### config.mk
export PLATFORM = sky130hd
export DESIGN_NAME = rtc_calendar
export DESIGN_NICKNAME = d
export VERILOG_FILES = /design/src/rtl/rtc_cal_pkg.sv /design/src/rtl/rtc_prescaler.sv /design/src/rtl/rtc_time_chain.sv /design/src/rtl/rtc_date_chain.sv /design/src/rtl/rtc_calendar.sv
export SDC_FILE = /design/constraint.sdc
export NUM_CORES = 1
export LEC_CHECK = 0
export ABC_CLOCK_PERIOD_IN_PS = 8400
export BUFFER_PORTS_ARGS = -buffer_cell sky130_fd_sc_hd__buf_4
export CAP_MARGIN = 20
export CELL_PAD_IN_SITES_DETAIL_PLACEMENT = 1
export CELL_PAD_IN_SITES_GLOBAL_PLACEMENT = 2
export CORE_UTILIZATION = 38
export CTS_BUF_LIST = sky130_fd_sc_hd__clkbuf_16
export CTS_CLUSTER_SIZE = 30
export DETAILED_ROUTE_END_ITERATION = 10
export PLACE_DENSITY = 0.87
export SYNTH_ARGS = -nofsm -noshare
export SYNTH_HDL_FRONTEND = slang
export SYNTH_SLANG_ARGS = --single-unit
### constraint.sdc
create_clock -name clk -period 8.4 [get_ports clk]
set_input_delay 1.68 -clock clk [delete_from_list [all_inputs] [get_ports clk]]
set_output_delay 1.68 -clock clk [all_outputs]
set_load 0.03 [all_outputs]
### src/rtl/rtc_cal_pkg.sv
package rtc_cal_pkg;

  // Field select codes for the load port
  typedef enum logic [2:0] {
    FLD_SEC   = 3'd0,
    FLD_MIN   = 3'd1,
    FLD_HOUR  = 3'd2,
    FLD_DOW   = 3'd3,
    FLD_DATE  = 3'd4,
    FLD_MONTH = 3'd5,
    FLD_YEAR  = 3'd6,
    FLD_LEAP  = 3'd7
  } fld_e;

  // Packed-BCD increment of a two-digit value (no range wrap)
  function automatic logic [7:0] bcd_inc(input logic [7:0] v);
    logic [7:0] r;
    if (v[3:0] >= 4'd9) r = {v[7:4] + 4'd1, 4'd0};
    else                r = {v[7:4], v[3:0] + 4'd1};
    return r;
  endfunction

  // Both digits decimal and value inside [lo, hi]; BCD order equals numeric order
  function automatic logic bcd_in_range(input logic [7:0] v,
                                        input logic [7:0] lo,
                                        input logic [7:0] hi);
    return (v[3:0] <= 4'd9) && (v[7:4] <= 4'd9) && (v >= lo) && (v <= hi);
  endfunction

endpackage

### src/rtl/rtc_prescaler.sv
module rtc_prescaler #(
  parameter int DIV_BITS  = 15,
  parameter int BUSY_PRE  = 2,
  parameter int BUSY_POST = 2
) (
  input  logic clk,
  input  logic rst_n,
  input  logic hold_i,
  input  logic clr_i,
  output logic tick_o,
  output logic busy_o
);

  localparam int                  PHASE_TOP = (1 << DIV_BITS) - 1;
  localparam logic [DIV_BITS-1:0] PH_MAX    = DIV_BITS'(PHASE_TOP);
  localparam logic [DIV_BITS-1:0] PH_ONE    = DIV_BITS'(1);

  logic [DIV_BITS-1:0] phase_q, phase_d;
  logic                pre_win, post_win;

  always_comb begin
    if (clr_i) phase_d = '0;
    else       phase_d = phase_q + PH_ONE;
  end

  always_ff @(posedge clk or negedge rst_n) begin
    if (!rst_n) phase_q <= '0;
    else        phase_q <= phase_d;
  end

  assign tick_o = (phase_q == PH_MAX) && !hold_i && !clr_i;

  generate
    if (BUSY_PRE > 0) begin : g_pre
      localparam logic [DIV_BITS-1:0] PRE_START = DIV_BITS'(PHASE_TOP - BUSY_PRE + 1);
      assign pre_win = (phase_q >= PRE_START);
    end else begin : g_nopre
      assign pre_win = 1'b0;
    end
    if (BUSY_POST > 0) begin : g_post
      localparam logic [DIV_BITS-1:0] POST_END = DIV_BITS'(BUSY_POST);
      assign post_win = (phase_q < POST_END);
    end else begin : g_nopost
      assign post_win = 1'b0;
    end
  endgenerate

  assign busy_o = pre_win | post_win;

  // the counters never move outside the busy window
  a_r13_busy_covers_tick: assert property (@(posedge clk) disable iff (!rst_n)
    tick_o |-> busy_o);
  // ticks are never on adjacent cycles
  a_r2_tick_spacing: assert property (@(posedge clk) disable iff (!rst_n)
    tick_o |=> !tick_o);
  // stop control blocks the tick
  a_r11_hold_blocks: assert property (@(posedge clk) disable iff (!rst_n)
    hold_i |-> !tick_o);
  // a phase clear is never followed directly by a tick
  a_r12_clr_restart: assert property (@(posedge clk) disable iff (!rst_n)
    clr_i |=> !tick_o);

endmodule

### src/rtl/rtc_time_chain.sv
module rtc_time_chain
  import rtc_cal_pkg::*;
(
  input  logic       clk,
  input  logic       rst_n,
  input  logic       tick_i,
  input  logic       we_sec_i,
  input  logic       we_min_i,
  input  logic       we_hour_i,
  input  logic [7:0] wdata_i,
  output logic [6:0] sec_o,
  output logic [6:0] min_o,
  output logic [5:0] hour_o,
  output logic       mode12_o,
  output logic       pm_o,
  output logic       day_tick_o
);

  logic [7:0] sec_q, sec_d, min_q, min_d;
  logic [5:0] hour_q, hour_d;
  logic       mode12_q, mode12_d, pm_q, pm_d;
  logic       sec_wrap, min_step, min_wrap, hour_step;
  logic       sec_ok, min_ok, hour_ok;

  assign sec_wrap  = tick_i && (sec_q == 8'h59);
  assign min_step  = sec_wrap;
  assign min_wrap  = min_step && (min_q == 8'h59);
  assign hour_step = min_wrap;

  assign sec_ok  = bcd_in_range(wdata_i, 8'h00, 8'h59);
  assign min_ok  = sec_ok;
  assign hour_ok = wdata_i[7] ? bcd_in_range({2'b00, wdata_i[5:0]}, 8'h01, 8'h12)
                              : bcd_in_range({2'b00, wdata_i[5:0]}, 8'h00, 8'h23);

  assign day_tick_o = hour_step && (mode12_q ? (pm_q && (hour_q == 6'h11))
                                             : (hour_q == 6'h23));

  always_comb begin
    sec_d = sec_q;
    if (we_sec_i && sec_ok)  sec_d = wdata_i;
    else if (tick_i)         sec_d = sec_wrap ? 8'h00 : bcd_inc(sec_q);

    min_d = min_q;
    if (we_min_i && min_ok)  min_d = wdata_i;
    else if (min_step)       min_d = min_wrap ? 8'h00 : bcd_inc(min_q);

    hour_d   = hour_q;
    mode12_d = mode12_q;
    pm_d     = pm_q;
    if (we_hour_i && hour_ok) begin
      hour_d   = wdata_i[5:0];
      mode12_d = wdata_i[7];
      pm_d     = wdata_i[7] & wdata_i[6];
    end else if (hour_step) begin
      if (mode12_q) begin
        if (hour_q == 6'h12) begin
          hour_d = 6'h01;
        end else if (hour_q == 6'h11) begin
          hour_d = 6'h12;
          pm_d   = ~pm_q;
        end else begin
          hour_d = 6'(bcd_inc({2'b00, hour_q}));
        end
      end else begin
        hour_d = (hour_q == 6'h23) ? 6'h00 : 6'(bcd_inc({2'b00, hour_q}));
      end
    end
  end

  always_ff @(posedge clk or negedge rst_n) begin
    if (!rst_n) begin
      sec_q    <= 8'h00;
      min_q    <= 8'h00;
      hour_q   <= 6'h00;
      mode12_q <= 1'b0;
      pm_q     <= 1'b0;
    end else begin
      sec_q    <= sec_d;
      min_q    <= min_d;
      hour_q   <= hour_d;
      mode12_q <= mode12_d;
      pm_q     <= pm_d;
    end
  end

  assign sec_o    = sec_q[6:0];
  assign min_o    = min_q[6:0];
  assign hour_o   = hour_q;
  assign mode12_o = mode12_q;
  assign pm_o     = pm_q;

  // seconds and minutes stay legal BCD 00..59
  a_r3_sec_digits: assert property (@(posedge clk) disable iff (!rst_n)
    (sec_q[3:0] <= 4'd9) && (sec_q[7:4] <= 4'd5));
  a_r3_min_digits: assert property (@(posedge clk) disable iff (!rst_n)
    (min_q[3:0] <= 4'd9) && (min_q[7:4] <= 4'd5));
  // no afternoon flag in 24-hour format
  a_r6_pm_24h: assert property (@(posedge clk) disable iff (!rst_n)
    !mode12_q |-> !pm_q);
  // 12-hour format never shows hour zero
  a_r5_no_zero_hour: assert property (@(posedge clk) disable iff (!rst_n)
    mode12_q |-> (hour_q != 6'h00));
  // without a tick or a write the seconds hold
  a_r11_sec_frozen: assert property (@(posedge clk) disable iff (!rst_n)
    (!tick_i && !we_sec_i) |=> $stable(sec_q));
  // midnight in 24-hour format
  a_r4_midnight: assert property (@(posedge clk) disable iff (!rst_n)
    (tick_i && !mode12_q && hour_q == 6'h23 && min_q == 8'h59 && sec_q == 8'h59 &&
     !we_hour_i && !we_min_i && !we_sec_i) |=> (hour_q == 6'h00));

endmodule

### src/rtl/rtc_date_chain.sv
module rtc_date_chain
  import rtc_cal_pkg::*;
(
  input  logic       clk,
  input  logic       rst_n,
  input  logic       day_tick_i,
  input  logic       we_dow_i,
  input  logic       we_date_i,
  input  logic       we_month_i,
  input  logic       we_year_i,
  input  logic       we_leap_i,
  input  logic [7:0] wdata_i,
  output logic [2:0] dow_o,
  output logic [5:0] date_o,
  output logic [4:0] month_o,
  output logic [7:0] year_o,
  output logic [1:0] leap_cnt_o,
  output logic       leap_det_o
);

  logic [2:0] dow_q, dow_d;
  logic [5:0] date_q, date_d;
  logic [4:0] month_q, month_d;
  logic [7:0] year_q, year_d;
  logic [1:0] leap_q, leap_d;
  logic       ldet_q, ldet_d;
  logic       leap_yr, month_step, year_step;
  logic [5:0] last_day;

  assign leap_yr = ldet_q && (leap_q == 2'd0);

  always_comb begin
    case (month_q)
      5'h02:                       last_day = leap_yr ? 6'h29 : 6'h28;
      5'h04, 5'h06, 5'h09, 5'h11:  last_day = 6'h30;
      default:                     last_day = 6'h31;
    endcase
  end

  assign month_step = day_tick_i && (date_q >= last_day);
  assign year_step  = month_step && (month_q == 5'h12);

  always_comb begin
    dow_d = dow_q;
    if (we_dow_i && (wdata_i <= 8'd6)) dow_d = wdata_i[2:0];
    else if (day_tick_i)               dow_d = (dow_q == 3'd6) ? 3'd0 : dow_q + 3'd1;

    date_d = date_q;
    if (we_date_i && bcd_in_range(wdata_i, 8'h01, 8'h31)) date_d = wdata_i[5:0];
    else if (day_tick_i) date_d = month_step ? 6'h01 : 6'(bcd_inc({2'b00, date_q}));

    month_d = month_q;
    if (we_month_i && bcd_in_range(wdata_i, 8'h01, 8'h12)) month_d = wdata_i[4:0];
    else if (month_step) month_d = year_step ? 5'h01 : 5'(bcd_inc({3'b000, month_q}));

    year_d = year_q;
    if (we_year_i && bcd_in_range(wdata_i, 8'h00, 8'h99)) year_d = wdata_i;
    else if (year_step) year_d = (year_q == 8'h99) ? 8'h00 : bcd_inc(year_q);

    ldet_d = ldet_q;
    leap_d = leap_q;
    if (we_leap_i) begin
      ldet_d = wdata_i[3];
      if (wdata_i[2]) leap_d = wdata_i[1:0];
    end else if (year_step) begin
      leap_d = leap_q + 2'd1;
    end
  end

  always_ff @(posedge clk or negedge rst_n) begin
    if (!rst_n) begin
      dow_q   <= 3'd0;
      date_q  <= 6'h01;
      month_q <= 5'h01;
      year_q  <= 8'h00;
      leap_q  <= 2'd0;
      ldet_q  <= 1'b0;
    end else begin
      dow_q   <= dow_d;
      date_q  <= date_d;
      month_q <= month_d;
      year_q  <= year_d;
      leap_q  <= leap_d;
      ldet_q  <= ldet_d;
    end
  end

  assign dow_o      = dow_q;
  assign date_o     = date_q;
  assign month_o    = month_q;
  assign year_o     = year_q;
  assign leap_cnt_o = leap_q;
  assign leap_det_o = ldet_q;

  // day of week stays in 0..6
  a_r4_dow_range: assert property (@(posedge clk) disable iff (!rst_n)
    dow_q <= 3'd6);
  // a month change not caused by a write lands on the first
  a_r7_month_first: assert property (@(posedge clk) disable iff (!rst_n)
    ((month_q != $past(month_q)) && !$past(we_month_i)) |-> (date_q == 6'h01));
  // year rollover steps the leap counter by one
  a_r9_leap_step: assert property (@(posedge clk) disable iff (!rst_n)
    (year_step && !we_leap_i) |=> (leap_q == $past(leap_q) + 2'd1));
  // common-year February ends on the 28th
  a_r8_feb_short: assert property (@(posedge clk) disable iff (!rst_n)
    (day_tick_i && month_q == 5'h02 && date_q == 6'h28 && !leap_yr &&
     !we_date_i && !we_month_i) |=> (date_q == 6'h01 && month_q == 5'h03));

endmodule

### src/rtl/rtc_calendar.sv
module rtc_calendar
  import rtc_cal_pkg::*;
#(
  parameter int DIV_BITS  = 15,
  parameter int BUSY_PRE  = 2,
  parameter int BUSY_POST = 2
) (
  input  logic       clk,
  input  logic       rst_n,
  input  logic       hold_i,
  input  logic       clr_i,
  input  logic       ld_we_i,
  input  logic [2:0] ld_sel_i,
  input  logic [7:0] ld_data_i,
  output logic [6:0] sec_o,
  output logic [6:0] min_o,
  output logic [5:0] hour_o,
  output logic       mode12_o,
  output logic       pm_o,
  output logic [2:0] dow_o,
  output logic [5:0] date_o,
  output logic [4:0] month_o,
  output logic [7:0] year_o,
  output logic [1:0] leap_cnt_o,
  output logic       leap_det_o,
  output logic       busy_o
);

  localparam int NUM_FIELDS = 8;

  logic [NUM_FIELDS-1:0] we_vec;
  logic                  tick_w, day_tick_w;

  assign we_vec = ld_we_i ? (NUM_FIELDS'(1) << ld_sel_i) : '0;

  rtc_prescaler #(
    .DIV_BITS (DIV_BITS),
    .BUSY_PRE (BUSY_PRE),
    .BUSY_POST(BUSY_POST)
  ) u_presc (
    .clk    (clk),
    .rst_n  (rst_n),
    .hold_i (hold_i),
    .clr_i  (clr_i),
    .tick_o (tick_w),
    .busy_o (busy_o)
  );

  rtc_time_chain u_time (
    .clk        (clk),
    .rst_n      (rst_n),
    .tick_i     (tick_w),
    .we_sec_i   (we_vec[FLD_SEC]),
    .we_min_i   (we_vec[FLD_MIN]),
    .we_hour_i  (we_vec[FLD_HOUR]),
    .wdata_i    (ld_data_i),
    .sec_o      (sec_o),
    .min_o      (min_o),
    .hour_o     (hour_o),
    .mode12_o   (mode12_o),
    .pm_o       (pm_o),
    .day_tick_o (day_tick_w)
  );

  rtc_date_chain u_date (
    .clk        (clk),
    .rst_n      (rst_n),
    .day_tick_i (day_tick_w),
    .we_dow_i   (we_vec[FLD_DOW]),
    .we_date_i  (we_vec[FLD_DATE]),
    .we_month_i (we_vec[FLD_MONTH]),
    .we_year_i  (we_vec[FLD_YEAR]),
    .we_leap_i  (we_vec[FLD_LEAP]),
    .wdata_i    (ld_data_i),
    .dow_o      (dow_o),
    .date_o     (date_o),
    .month_o    (month_o),
    .year_o     (year_o),
    .leap_cnt_o (leap_cnt_o),
    .leap_det_o (leap_det_o)
  );

  // a seconds write with a non-decimal low digit changes nothing
  a_r10_bad_sec_ignored: assert property (@(posedge clk) disable iff (!rst_n)
    (ld_we_i && ld_sel_i == 3'd0 && ld_data_i[3:0] > 4'd9 && !tick_w) |=> $stable(sec_o));
  // an out-of-range month write changes nothing
  a_r10_bad_month_ignored: assert property (@(posedge clk) disable iff (!rst_n)
    (ld_we_i && ld_sel_i == 3'd5 && ld_data_i > 8'h12 && !day_tick_w) |=> $stable(month_o));

endmodule

# --- Yosys cells after proc, flatten, opt, wreduce, memory -nomap -nowiden ---
# Cells that the tools add are included.
totals:
  in_bits: 16
  ff_bits: 64
  elab_cells: 171
  out_inout_bits: 48
classes:
  n_bitwise: 3
  magnitude_cmp: 22
  mux: 44
  add_sub_neg: 15
  n_shift: 1
  n_eq_ne: 16
  n_reduce_logical: 53
op_table:
  columns: ["op", "n"]
  rows:
  - ["2-to-1 mux 8 bit", 13]
  - ["2-to-1 mux 6 bit", 11]
  - ["adder 4 x 1 -> 4 bit, second input constant", 9]
  - ["logical AND 1 bit", 27]
  - [">= comparator 4 bit, second input constant", 6]
  - ["2-to-1 mux 5 bit", 4]
  - ["nonzero test 2 bit", 10]
  - ["== test 8 x 7 -> 1 bit, second input constant", 2]
  - [">= comparator 8 x 1 -> 1 bit, second input constant", 2]
  - ["adder 15 x 1 -> 15 bit, second input constant", 1]
  - ["== test 15 bit, second input constant", 1]
  - [">= comparator 15 bit, second input constant", 1]
  - ["< comparator 15 x 2 -> 1 bit, second input constant", 1]
  - ["2-to-1 mux 15 bit", 1]
  - ["nonzero test 3 bit", 5]
  - ["== test 6 x 5 -> 1 bit, second input constant", 2]
  - ["one-hot mux 6 bit (2 select lines)", 1]
  - ["AND reduction 2 bit", 6]
  - ["== test 5 x 3 -> 1 bit, second input constant", 2]
  - ["== test 5 bit, second input constant", 2]
  - ["2-to-1 mux 3 bit", 3]
  - ["== test 8 bit, second input constant", 1]
  - ["<= comparator 4 bit, second input constant", 2]
  - ["<= comparator 8 x 3 -> 1 bit, second input constant", 1]
  - ["other kinds (28)", 40]

# --- Longest topological paths before layout ---
depth:
  depth_word: 11
  ltp_mapped: 14

# --- Cells and area by module ---
# From an unflattened synthesis, not the netlist that was laid out.
hier_totals:
  cells_unflattened: 535
  hier_area_um2: 4828.4
by_module_without_submodules:
  columns: ["mod", "seq_area_each_um2", "n_inst", "area_per_inst_um2", "cells_per_inst"]
  rows:
  - ["rtc_date_chain", 628.1, 1, 1994.4, 219]
  - ["rtc_time_chain", 600.6, 1, 1928.1, 221]
  - ["rtc_prescaler", 375.4, 1, 810.8, 87]
  - ["rtc_calendar", 0.0, 1, 95.1, 8]

# --- Worst setup path before layout ---
# OpenSTA, ideal clock, no wires.
synth_path:
  path_kind: "in2reg"
  from: "input port clr_i"
  to: "register u_date.year_q[2], in the netlist u_date.year_o[2]"
  slack_ns: 4.993
  arrival_ns: 3.325
  setup_time_ns: 0.082
  path_stages: 7
  t_required_ns: 8.318
  cell_sequence: "nand3b_1 nor2_1 nand4_2 or3_1 clkbuf_2 or4b_1 a31oi_1"
synth_between:
  elab_chain_len: 8
synth_lines:
  columns: ["element", "line_no", "text"]
  rows:
  - ["start, declared", "rtc_calendar.sv:11", "input logic clr_i,"]
  - ["logical NOT 1 bit", "rtc_prescaler.sv:31", "assign tick_o = (phase_q == PH_MAX) && !hold_i && !clr_i;"]
  - ["logical AND 1 bit", "rtc_prescaler.sv:31", null]
  - ["logical AND 1 bit", "rtc_time_chain.sv:25", "assign sec_wrap = tick_i && (sec_q == 8'h59);"]
  - ["logical AND 1 bit", "rtc_time_chain.sv:27", "assign min_wrap = min_step && (min_q == 8'h59);"]
  - ["logical AND 1 bit", "rtc_time_chain.sv:35", "assign day_tick_o = hour_step && (mode12_q ? (pm_q && (hour_q == 6'h11))"]
  - ["logical AND 1 bit", "rtc_date_chain.sv:40", "assign month_step = day_tick_i && (date_q >= last_day);"]
  - ["logical AND 1 bit", "rtc_date_chain.sv:41", "assign year_step = month_step && (month_q == 5'h12);"]
  - ["nonzero test 2 bit (no line)", null, null]
  - ["end signal, assigned", "rtc_date_chain.sv:82", "year_q <= year_d;"]
  - ["end, declared", "rtc_date_chain.sv:24", "logic [7:0] year_q, year_d;"]
# No other way between the ends.
# A chain may end at the register's enable or synchronous reset.

# --- Final worst setup path ---
layout_path:
  from: "register u_date.month_q[0], in the netlist u_date.month_o[0]"
  to: "register u_date.year_q[2], in the netlist u_date.year_o[2]"
layout_between:
  elab_chain_len: 7
layout_lines:
  columns: ["element", "line_no", "text"]
  rows:
  - ["start, declared", "rtc_date_chain.sv:23", "logic [4:0] month_q, month_d;"]
  - ["start signal, assigned", "rtc_date_chain.sv:81", "month_q <= month_d;"]
  - ["== test 5 x 3 -> 1 bit, or another cell as far along", "rtc_date_chain.sv:33", "case (month_q)"]
  - ["OR reduction 4 bit", "rtc_date_chain.sv:33", null]
  - ["one-hot mux 6 bit (2 select lines)", "rtc_date_chain.sv:33", null]
  - [">= comparator 6 bit", "rtc_date_chain.sv:40", null]
  - ["logical AND 1 bit", "rtc_date_chain.sv:40", null]
  - ["logical AND 1 bit (*)", "rtc_date_chain.sv:41", null]
  - ["nonzero test 2 bit (no line) (*)", null, null]
# Mark *: on every way between the ends. The rest lies on a longest branch, timed or not.

==> reports/qor.yml <==
wl_um: 13300
crit_type: "flop to flop"
post_cts_hold_buffer_count: 0
maxSlewViolCount: 0
dr.pass1.iters: 7
comb_power_share: 0.314
grt_overflow: 0
finalCritPeriodShare: 0.451
num_rows: 39
synth_fp_nets: 572
fin_crit_ns: 3.79
fin_nets: 610
dp_hpwl_um: 9560
async_flop_share: 1.00
track_usage: 0.229
final.setup.tns_ns: 0
area_growth_syn_to_layout_pct: 17.8
leakage_uw: 0.00235
hp-class: "flop to flop"
cp.arrival_ns: 4.04
drtIter0Drc: 177
n_antenna_cell: 0
power_density_nw_per_um2: 240
htree_levels: 3
cts_resized: 0
critPathMaxFanout: 10
start_util: 0.393
hold_viol_final: 0
worst_pin_slew_ns: 0.853
clk_path_buf_depth: 2
grt_max_degree: 65
fmax_ghz: 0.264
yosys_register_bits: 64
place_area_um2: 4980
power.total_uw: 1280
fp.dieH_um: 111
synth_top_area_frac: 0.343
drive_gt1_frac: 0.163
grt_pass1_vias: 4272
synth_edf_count: 0
postSynthCellCount: 523
ys_seq_area_frac: 0.355
holdPathStages: 1
swShare: 0.368
crit_path_start_kind: "flop"
fill_cells: 1374
antenna_found_initial: 0
synth.most_common_cell: "dfrtp_1"
status: "finished, violations left"
ant_nets: 0
wl_per_cell_um: 18.8
clkTransAtPathRegs_ns: 0.06
vias: 4147
seqCellArea_um2: 1600
violations: "DRC"
cts.sinks: 64
dieWidth_um: 111
rsz0062_at_grt: "no"
pwr-share-clk: 0.344
crit_required_ns: 8.65
place.gp.congestion: 0.805
seqPwrFrac: 0.342
viasPerCell: 5.85
root_buffer: "clkbuf_16"
cp-end-kind: "flop"
syn_area_per_cell_um2: 8.65
place.port_buffers: 63
p_switching_uw: 470
clk_latency_ns: 0.34
tritoncts: "built"
ys.flop_type: "dfrtp_1"
grt_pass1_wl_um: 22300
syn_area_um2: 4520
fin_skew_ns: 0.00825
dieArea_um2: 12300
vdd_drop_max_mv: 0.101
synth_top_cell_by_area: "dfrtp_1"
synth_warnings: 0
worstRegToRegCells: 13
power.internal_uw: 807
synth_area_leaders: "dfrtp_1 34%, ha_1 9.1%, nor2_1 4.1%"
core_area_um2: 11500
setup_violations: 0
synth_commonest_cells: "62 x dfrtp_1, 49 x nor2_1, 44 x nand2_1, 33 x ha_1, 30 x a21oi_1"
post_cts_buffers: 0
cts-buffers-inserted: 9
drc: 6
ys_types: 59
slew_headroom: 0.426
multiInputGateArea_um2: 2620
final_area_um2: 5330
pin_count: 64
max_cap_violations: 0
-- critical path, cell delays in order (launching register included) --
cell and delay [ns]:
dfstp_2 0.60, inv_1 0.08, ha_1 0.22, nand2b_1 0.10, nor3_1 0.08, nand3_1 0.12
o21ai_0 0.10, ha_1 0.28, nor4b_1 0.05, o211ai_1 0.66, nand2_1 0.25, or3_1 0.51
or4b_1 0.50, a31oi_1 0.17
-- logic make-up (layout without fill, tap and decap cells) --
logic type               after synthesis  count (layout)  synth area share
AO/OA/AOI/OAI                        119             119             0.168
XOR/XNOR                              15              15            0.0291
adder cells (fa/ha/maj)               33              33            0.0913
buffers and inverters                 63             106            0.0653
flip-flops                            64              64             0.355
multiplexers                          12              12            0.0279
AND/OR/NAND/NOR                      217             217             0.263
-- power by group through the flow --
stage	Clock, µW	Combinational [µW]	Sequential (µW)
after detailed placement	0	404	441
after CTS	448	407	437
after global routing	459	440	449
after floorplan	0	225	479
final	439	401	436
after global placement	0	393	437
-- final cells by class --
class                   count  share of cell area
inverters                  26              0.0183
clock inverters             7              0.0225
multi-input cells         396               0.492
flip-flops and latches     64               0.301
clock buffers               9              0.0423
repair buffers             64              0.0902
well taps                 143              0.0336
-- worst paths after layout --
path / start / to / slack, ns
setup / recovery: u_date.month_o[0] / u_date.year_o[2] / 4.61
setup reg to reg: u_date.month_o[0] / u_date.year_o[2] / 4.61
hold reg to reg: u_presc.phase_q[0] / u_presc.phase_q[0] / 0.52
min in group asynchronous: rst_n / u_time.sec_q[1] / 1.45
hold / removal: u_presc.phase_q[0] / u_presc.phase_q[0] / 0.52
max in group asynchronous: rst_n / u_date.year_o[5] / 6.38
-- flip-flops by register name, indices dropped and copies added (netlist names) --
name,count
u_date.year_o,8
u_date.month_o,5
u_time.hour_o,6
u_date.leap_cnt_o,2
u_time.sec_q,8
u_time.mode12_o,1
u_date.dow_o,3
u_presc.phase_q,15
u_time.min_q,8
u_date.date_o,6
u_time.pm_o,1
u_date.leap_det_o,1
-- metrics by stage --
| step | util | cells | setup WS (ns) | hold WS [ns] |
|---|---|---|---|---|
| floorplan | - | 523 | 4.99 | 0.453 |
| global placement | 0.433 | 693 | 4.36 | 0.495 |
| detailed placement | 0.433 | 693 | 4.31 | 0.505 |
| CTS | 0.463 | 709 | 4.63 | 0.513 |
| global route | 0.463 | 709 | 4.37 | 0.570 |
| finish | 0.463 | 709 | 4.61 | 0.517 |
-- placed cells by master (no fill, tap or decap), types with 4 or more instances in the layout --
master | Yosys | routed
nand2_1 | 44 | 44
a21oi_1 | 30 | 30
inv_1 | 26 | 26
and2_1 | 4 | 4
nand4b_1 | 4 | 4
dfrtp_1 | 62 | 62
nor3_1 | 10 | 10
clkbuf_16 | 0 | 9
nand2b_1 | 5 | 5
a22oi_1 | 4 | 4
nand4_1 | 9 | 9
o21a_1 | 5 | 5
buf_4 | 14 | 64
a31oi_1 | 12 | 12
ha_1 | 33 | 33
and3_1 | 7 | 7
nand3_1 | 27 | 27
o21ai_0 | 28 | 28
nor2b_1 | 9 | 9
mux2i_1 | 7 | 7
nor3b_1 | 7 | 7
or3_1 | 10 | 10
xnor2_1 | 9 | 9
and4_1 | 5 | 5
mux2_2 | 5 | 5
xor2_1 | 6 | 6
nor2_1 | 49 | 49
o211ai_1 | 8 | 8
nor4_1 | 7 | 7
a21boi_0 | 6 | 6
-- routing by layer --
layer / wire length, µm / global-route usage / vias up
met5: 0 / 0 / -
met4: 195 / 0.0901 / 0
met3: 707 / 0.0257 / 12
met2: 6220 / 0.364 / 92
met1: 6200 / 0.317 / 2088
li1: - / - / 1955
(Power assumes the default switching activity.)
